File: config.mk
export PLATFORM = sky130hd
export DESIGN_NAME = abs_seq_top
export DESIGN_NICKNAME = d
export VERILOG_FILES = /design/src/rtl/abs_seq_pkg.sv /design/src/rtl/abs_seq_decode.sv /design/src/rtl/abs_seq_stack.sv /design/src/rtl/abs_seq_top.sv
export SDC_FILE = /design/constraint.sdc
export NUM_CORES = 1
export LEC_CHECK = 0
export ABC_AREA = 1
export CORE_ASPECT_RATIO = 1.75
export CORE_MARGIN = 3
export CORE_UTILIZATION = 25
export CTS_CLUSTER_SIZE = 20
export DETAILED_ROUTE_END_ITERATION = 7
export PLACE_DENSITY_LB_ADDON = 0.15
export RECOVER_POWER = 25
export SLEW_MARGIN = 15
export SYNTH_ARGS = -nofsm -noshare
export SYNTH_HDL_FRONTEND = slang
export SYNTH_SLANG_ARGS = --single-unit
export TNS_END_PERCENT = 5
File: constraint.sdc
create_clock -name clk -period 1.71 [get_ports clk]
set_clock_uncertainty 0.1 [all_clocks]
set_input_delay 0.342 -clock clk [delete_from_list [all_inputs] [get_ports clk]]
set_output_delay 0.342 -clock clk [all_outputs]
set_load 0.005 [all_outputs]
File: src/rtl/abs_seq_pkg.sv
package abs_seq_pkg;

   typedef enum logic [3:0] {
      ST_OPC,
      ST_ALO,
      ST_AHI,
      ST_DLO,
      ST_DHI,
      ST_WLO,
      ST_WHI,
      ST_DUMMY,
      ST_PSH_H,
      ST_PSH_L
   } seq_state_e;

   typedef enum logic [2:0] {
      K_NONE,
      K_LOAD,
      K_STORE,
      K_JUMP,
      K_CALL
   } op_kind_e;

   typedef struct packed {
      op_kind_e kind;
      logic     idx_width;
   } op_info_t;

endpackage

File: src/rtl/abs_seq_decode.sv
module abs_seq_decode #(
   parameter int BYTE_W = 8
) (
   input  logic [BYTE_W-1:0]    opcode,
   output abs_seq_pkg::op_info_t info
);
   import abs_seq_pkg::*;

   localparam int N_LOAD  = 12;
   localparam int N_STORE = 4;
   localparam int N_IDX   = 6;

   localparam logic [BYTE_W-1:0] LOAD_OPS [N_LOAD] = '{
      8'h0D, 8'h2C, 8'h2D, 8'h4D, 8'h6D, 8'hAC,
      8'hAD, 8'hAE, 8'hCC, 8'hCD, 8'hEC, 8'hED
   };
   localparam logic [BYTE_W-1:0] STORE_OPS [N_STORE] = '{
      8'h8C, 8'h8D, 8'h8E, 8'h9C
   };
   localparam logic [BYTE_W-1:0] IDX_OPS [N_IDX] = '{
      8'hAC, 8'hAE, 8'hCC, 8'hEC, 8'h8C, 8'h8E
   };
   localparam logic [BYTE_W-1:0] JUMP_OP = 8'h4C;
   localparam logic [BYTE_W-1:0] CALL_OP = 8'h20;

   always_comb begin
      info.kind      = K_NONE;
      info.idx_width = 1'b0;
      for (int i = 0; i < N_LOAD; i++) begin
         if (opcode == LOAD_OPS[i]) info.kind = K_LOAD;
      end
      for (int i = 0; i < N_STORE; i++) begin
         if (opcode == STORE_OPS[i]) info.kind = K_STORE;
      end
      for (int i = 0; i < N_IDX; i++) begin
         if (opcode == IDX_OPS[i]) info.idx_width = 1'b1;
      end
      if (opcode == JUMP_OP) info.kind = K_JUMP;
      if (opcode == CALL_OP) info.kind = K_CALL;
   end

endmodule

File: src/rtl/abs_seq_stack.sv
module abs_seq_stack #(
   parameter int BYTE_W   = 8,
   parameter int WORD_W   = 16,
   parameter int RESET_SP = 'h01FF,
   parameter int EMU_PAGE = 1
) (
   input  logic              clk,
   input  logic              rst_n,
   input  logic              emu_mode,
   input  logic              push_en,
   output logic [WORD_W-1:0] push_addr
);
   localparam logic [BYTE_W-1:0] PAGE    = BYTE_W'(EMU_PAGE);
   localparam logic [WORD_W-1:0] SP_INIT = WORD_W'(RESET_SP);

   logic [WORD_W-1:0] sp_q;
   logic [BYTE_W-1:0] low_dec;

   assign low_dec   = sp_q[BYTE_W-1:0] - {{(BYTE_W-1){1'b0}}, 1'b1};
   assign push_addr = emu_mode ? {PAGE, sp_q[BYTE_W-1:0]} : sp_q;

   always_ff @(posedge clk or negedge rst_n) begin
      if (!rst_n) begin
         sp_q <= SP_INIT;
      end else if (push_en) begin
         if (emu_mode) sp_q <= {PAGE, low_dec};
         else          sp_q <= sp_q - {{(WORD_W-1){1'b0}}, 1'b1};
      end
   end

endmodule

File: src/rtl/abs_seq_top.sv
module abs_seq_top #(
   parameter int BYTE_W   = 8,
   parameter int RESET_PC = 'h8000,
   parameter int RESET_SP = 'h01FF,
   parameter int EMU_PAGE = 1
) (
   input  logic                clk,
   input  logic                rst_n,
   input  logic                emu_mode,
   input  logic                m_narrow,
   input  logic                x_narrow,
   input  logic [BYTE_W-1:0]   bus_rdata,
   input  logic [2*BYTE_W-1:0] store_val,
   output logic [2*BYTE_W-1:0] bus_addr,
   output logic                bus_rd,
   output logic                bus_wr,
   output logic [BYTE_W-1:0]   bus_wdata,
   output logic [BYTE_W-1:0]   alu_op,
   output logic                alu_valid,
   output logic [2*BYTE_W-1:0] alu_operand,
   output logic                store_req,
   output logic                insn_done,
   output logic                illegal_op
);
   import abs_seq_pkg::*;

   localparam int WORD_W = 2 * BYTE_W;
   localparam logic [WORD_W-1:0] PC_INIT = WORD_W'(RESET_PC);
   localparam logic [WORD_W-1:0] ONE     = {{(WORD_W-1){1'b0}}, 1'b1};

   if (BYTE_W != 8) begin : g_byte_chk
      $error("abs_seq_top: BYTE_W must be 8, opcode constants are byte-wide");
   end
   if (RESET_PC < 0 || RESET_PC >= (1 << WORD_W)) begin : g_pc_chk
      $error("abs_seq_top: RESET_PC does not fit the address width");
   end
   if (RESET_SP < 0 || RESET_SP >= (1 << WORD_W)) begin : g_sp_chk
      $error("abs_seq_top: RESET_SP does not fit the address width");
   end
   if (EMU_PAGE < 0 || EMU_PAGE >= (1 << BYTE_W)) begin : g_page_chk
      $error("abs_seq_top: EMU_PAGE does not fit one byte");
   end

   seq_state_e        state_q;
   op_kind_e          kind_q;
   logic              wide_q;
   logic [BYTE_W-1:0] opc_q;
   logic [BYTE_W-1:0] adl_q;
   logic [BYTE_W-1:0] dlo_q;
   logic [WORD_W-1:0] pc_q;
   logic [WORD_W-1:0] ea_q;
   logic [WORD_W-1:0] st_q;
   logic [WORD_W-1:0] operand_q;
   logic              valid_q;

   op_info_t          info_now;
   logic              wide_now;
   logic [WORD_W-1:0] pc_inc;
   logic [WORD_W-1:0] ea_inc;
   logic [WORD_W-1:0] push_addr;
   logic              push_en;

   abs_seq_decode #(.BYTE_W(BYTE_W)) u_dec (
      .opcode (bus_rdata),
      .info   (info_now)
   );

   abs_seq_stack #(
      .BYTE_W   (BYTE_W),
      .WORD_W   (WORD_W),
      .RESET_SP (RESET_SP),
      .EMU_PAGE (EMU_PAGE)
   ) u_stk (
      .clk       (clk),
      .rst_n     (rst_n),
      .emu_mode  (emu_mode),
      .push_en   (push_en),
      .push_addr (push_addr)
   );

   assign pc_inc   = pc_q + ONE;
   assign ea_inc   = ea_q + ONE;
   assign wide_now = !emu_mode && (info_now.idx_width ? !x_narrow : !m_narrow);
   assign push_en  = (state_q == ST_PSH_H) || (state_q == ST_PSH_L);

   assign alu_op      = opc_q;
   assign alu_valid   = valid_q;
   assign alu_operand = operand_q;
   assign store_req   = (state_q == ST_AHI) && (kind_q == K_STORE);
   assign illegal_op  = (state_q == ST_OPC) && (info_now.kind == K_NONE);

   // Bus drive per state
   always_comb begin
      bus_addr  = pc_q;
      bus_rd    = 1'b1;
      bus_wr    = 1'b0;
      bus_wdata = '0;
      insn_done = 1'b0;
      unique case (state_q)
         ST_OPC:   insn_done = (info_now.kind == K_NONE);
         ST_ALO:   ;
         ST_AHI:   insn_done = (kind_q == K_JUMP);
         ST_DLO: begin
            bus_addr  = ea_q;
            insn_done = !wide_q;
         end
         ST_DHI: begin
            bus_addr  = ea_inc;
            insn_done = 1'b1;
         end
         ST_WLO: begin
            bus_addr  = ea_q;
            bus_rd    = 1'b0;
            bus_wr    = 1'b1;
            bus_wdata = st_q[BYTE_W-1:0];
            insn_done = !wide_q;
         end
         ST_WHI: begin
            bus_addr  = ea_inc;
            bus_rd    = 1'b0;
            bus_wr    = 1'b1;
            bus_wdata = st_q[WORD_W-1:BYTE_W];
            insn_done = 1'b1;
         end
         ST_DUMMY: ;
         ST_PSH_H: begin
            bus_addr  = push_addr;
            bus_rd    = 1'b0;
            bus_wr    = 1'b1;
            bus_wdata = pc_q[WORD_W-1:BYTE_W];
         end
         ST_PSH_L: begin
            bus_addr  = push_addr;
            bus_rd    = 1'b0;
            bus_wr    = 1'b1;
            bus_wdata = pc_q[BYTE_W-1:0];
            insn_done = 1'b1;
         end
         default: ;
      endcase
   end

   // Sequencing
   always_ff @(posedge clk or negedge rst_n) begin
      if (!rst_n) begin
         state_q   <= ST_OPC;
         kind_q    <= K_NONE;
         wide_q    <= 1'b0;
         opc_q     <= '0;
         adl_q     <= '0;
         dlo_q     <= '0;
         pc_q      <= PC_INIT;
         ea_q      <= '0;
         st_q      <= '0;
         operand_q <= '0;
         valid_q   <= 1'b0;
      end else begin
         valid_q <= 1'b0;
         unique case (state_q)
            ST_OPC: begin
               opc_q   <= bus_rdata;
               kind_q  <= info_now.kind;
               wide_q  <= wide_now;
               pc_q    <= pc_inc;
               state_q <= (info_now.kind == K_NONE) ? ST_OPC : ST_ALO;
            end
            ST_ALO: begin
               adl_q   <= bus_rdata;
               pc_q    <= pc_inc;
               state_q <= ST_AHI;
            end
            ST_AHI: begin
               ea_q <= {bus_rdata, adl_q};
               unique case (kind_q)
                  K_JUMP: begin
                     pc_q    <= {bus_rdata, adl_q};
                     state_q <= ST_OPC;
                  end
                  K_CALL:  state_q <= ST_DUMMY;
                  K_STORE: begin
                     pc_q    <= pc_inc;
                     st_q    <= store_val;
                     state_q <= ST_WLO;
                  end
                  default: begin
                     pc_q    <= pc_inc;
                     state_q <= ST_DLO;
                  end
               endcase
            end
            ST_DLO: begin
               dlo_q <= bus_rdata;
               if (wide_q) begin
                  state_q <= ST_DHI;
               end else begin
                  operand_q <= {{BYTE_W{1'b0}}, bus_rdata};
                  valid_q   <= 1'b1;
                  state_q   <= ST_OPC;
               end
            end
            ST_DHI: begin
               operand_q <= {bus_rdata, dlo_q};
               valid_q   <= 1'b1;
               state_q   <= ST_OPC;
            end
            ST_WLO:   state_q <= wide_q ? ST_WHI : ST_OPC;
            ST_WHI:   state_q <= ST_OPC;
            ST_DUMMY: state_q <= ST_PSH_H;
            ST_PSH_H: state_q <= ST_PSH_L;
            ST_PSH_L: begin
               pc_q    <= ea_q;
               state_q <= ST_OPC;
            end
            default:  state_q <= ST_OPC;
         endcase
      end
   end

endmodule

==> metrics <==
status=complete, but fails checks; failing checks=negative setup slack; largest net degree at the start of global routing=34; CTS H-Tree Depth=4; WL per Instance=18.1 um; Starting Density=25.5%; CP required=1.27 ns; main flop type after synthesis=dfrtp_1; Startpoint Class=register; final setup fails=53; Final #Nets=1245; HP Class=input port to register; vias in the first global route=7509; setup TNS after final layout=-21.41 ns; Area growth syn-to-layout=56.7%; die area=0.0286 mm^2; crit share post-route=141%; number of flops mapped to enable cells by yosys=0; detailed placer's ending HPWL=22300 um; Num CTS Buffers=17; static leakage=5.05 nW; RD Place Congestion=0.958; cells after synthesis=921; routed wire length=28000 um; ANT cells=0; final hold viol count=0; Die Width=129 um; Clk Tree Root Cell=clkbuf_16; Worst slew margin=59.6%; DRT iter0 DRCs=268; power per cell area=1680 mW/mm^2; Clock Latency Late Sink=0.43 ns; RSZ-0062 raised after global routing=true; #FFs+latches synth=113; VDD IR max=0.805 mV; fraction of final layout cells sized beyond drive strength 1=35.0%; Clock Path Buffers=2; core area=0.0261 mm^2; Max Cap Viol=0; min setup slack post-route=-0.709 ns; Cell Area, Synth=0.00664 mm^2; drt via density=4.66; fin. max-slew vios=0; post-synth net total=953; Total Power=17.5 mW; Tightest Pin Transition=0.607 ns; Worst Setup End Kind=output pin; crit path DAT=1.98 ns; max frequency=413 MHz; GRT Residual Overflow=0; CTS sink cnt=113; clk slew on worst S/H paths=0.06 ns; Mapped Avg Cell Area=7.21 um^2; sequential element share of the synthesized area=42.8%; CP Class=register to output pin; IO buf count=82; Final min period=2.42 ns; num rows=78; via count=7203; CP Max Fanout=6; chip height=222 um; Residual DRC=0; ANT nets after route=0; Initial DRT Pass Iterations=7; initial antenna violation count=0; Tot GR Track Use=20.2%; CTS tree=built; first-pass GRT wire length=43200 um; Synth async-reset ratio=100%; yosys warns=0; # IOs=83; Netlist cell types=43
-- synth_stat cells, drive strengths merged (2+ instances only) --
master,number,share of area [%]
nand2,335,20
nor2,109,6.7
dfrtp,103,39
inv,81,4.6
o21ai,77,6.1
nand3,52,4.4
nand4,36,3.6
a21oi,18,1.9
buf,17,1.9
o22ai,17,1.6
clkbuf,15,0.85
dfstp,10,4.0
nor3,9,0.85
xor2,9,1.2
a31oi,6,0.57
o2111ai,5,0.66
nand3b,4,0.64
nor4,4,0.47
ha,3,0.57
o211ai,3,0.34
and2,2,0.19
clkinv,2,0.11
xnor2,2,0.26
-- cell type report --
| type | count | area [um^2] |
|---|---|---|
| timing repair buffer | 305 | 2540 |
| fill | 2741 | 15600 |
| multi-input combinational | 693 | 3670 |
| tap | 320 | 400 |
| inverter | 83 | 325 |
| clock buffer | 17 | 425 |
| clock inverter | 15 | 198 |
| sequential | 113 | 2840 |
-- logic make-up after synthesis --
group,count (synthesis),synth area share [%]
AOI/OAI and AO/OA,127,11.2
adders and majority gates,3,0.565
and+or+nand+nor,552,36.6
buffers and inverters,115,7.44
DFF,113,42.8
xor gates and xnor gates,11,1.45
-- layer usage --
layer | routed length, um | track usage [%]
met5 | 0 | 0
met4 | 1630 | 10.7
met3 | 702 | 3.30
met2 | 15700 | 38.3
met1 | 10000 | 20.4
-- worst paths after layout --
kind,from,endpoint,slack [ns],cells past startpoint
max in group asynchronous,rst_n,pc_q[15],0.25,3
min,bus_rdata[4],alu_operand[4],0.24,4
min reg2reg,st_q[13],st_q[13],0.38,2
min in group asynchronous,rst_n,adl_q[2],0.35,2
max,state_q[2],bus_addr[14],-0.71,10
max reg2reg,state_q[2],pc_q[12],-0.27,13
-- worst max-delay path, cell delays in order, from the launching register on --
cell	delay, ns
dfrtp_1	0.42
inv_2	0.11
nor2_4	0.06
nand2_2	0.09
nand2_4	0.08
nor3_4	0.24
buf_12	0.17
buf_6	0.10
nand2_2	0.04
nand4_1	0.10
buf_2	0.13
-- timing repair --
item / CTS / global route
pin swaps: 25 / 16
endpoints found under the hold margin: 17 / 0
setup endpoints to repair: 83 / 96
buffers inserted: 24 / 6
cloned: 1 / 0
hold buffers: 1 / 0
gates resized for setup: 234 / 61
-- stage by stage --
stage          hold WS [ns]  cells  cell area, um^2  util, %  setup slack [ns]
6_report              0.244   1546            10400     40.0            -0.709
5_1_grt               0.257   1546            10400     40.0            -0.805
4_1_cts               0.258   1542            10300     39.4            -0.766
3_5_place_dp          0.178   1485             9250     35.5             -1.01
3_3_place_gp          0.182   1485             9250     35.5             -1.03
2_1_floorplan       -0.0536    921             6660        -           -0.0278
-- state kept, by name (all words and copies together), names as in the netlist --
signal and flops:
wide_q 1, alu_op 8, state_q 4, alu_valid 1
dlo_q 8, adl_q 8, kind_q 3, alu_operand 16
ea_q 16, u_stk.sp_q 16, st_q 16, pc_q 16
-- power breakdown --
part           switching [mW]  leakage, nW  internal (mW)
clock                    1.48        0.299           2.33
combinational            4.80         3.43           4.11
sequential              0.942         1.32           3.86
total                    7.23         5.05           10.3
-- cells in the final DEF (no fill, tap or decap), types with 19 or more instances in the layout --
cell type / n
nand2_1: 293
buf_4: 188
dfrtp_1: 100
nor2_1: 81
inv_1: 70
o21ai_0: 60
nand3_1: 41
nand4_1: 35
nand2_2: 29
dlygate4sd2_1: 29
buf_2: 22
buf_6: 21
nor2_2: 19
clkdlybuf4s50_1: 19
No activity file was read; power rests on OpenSTA's default activity.
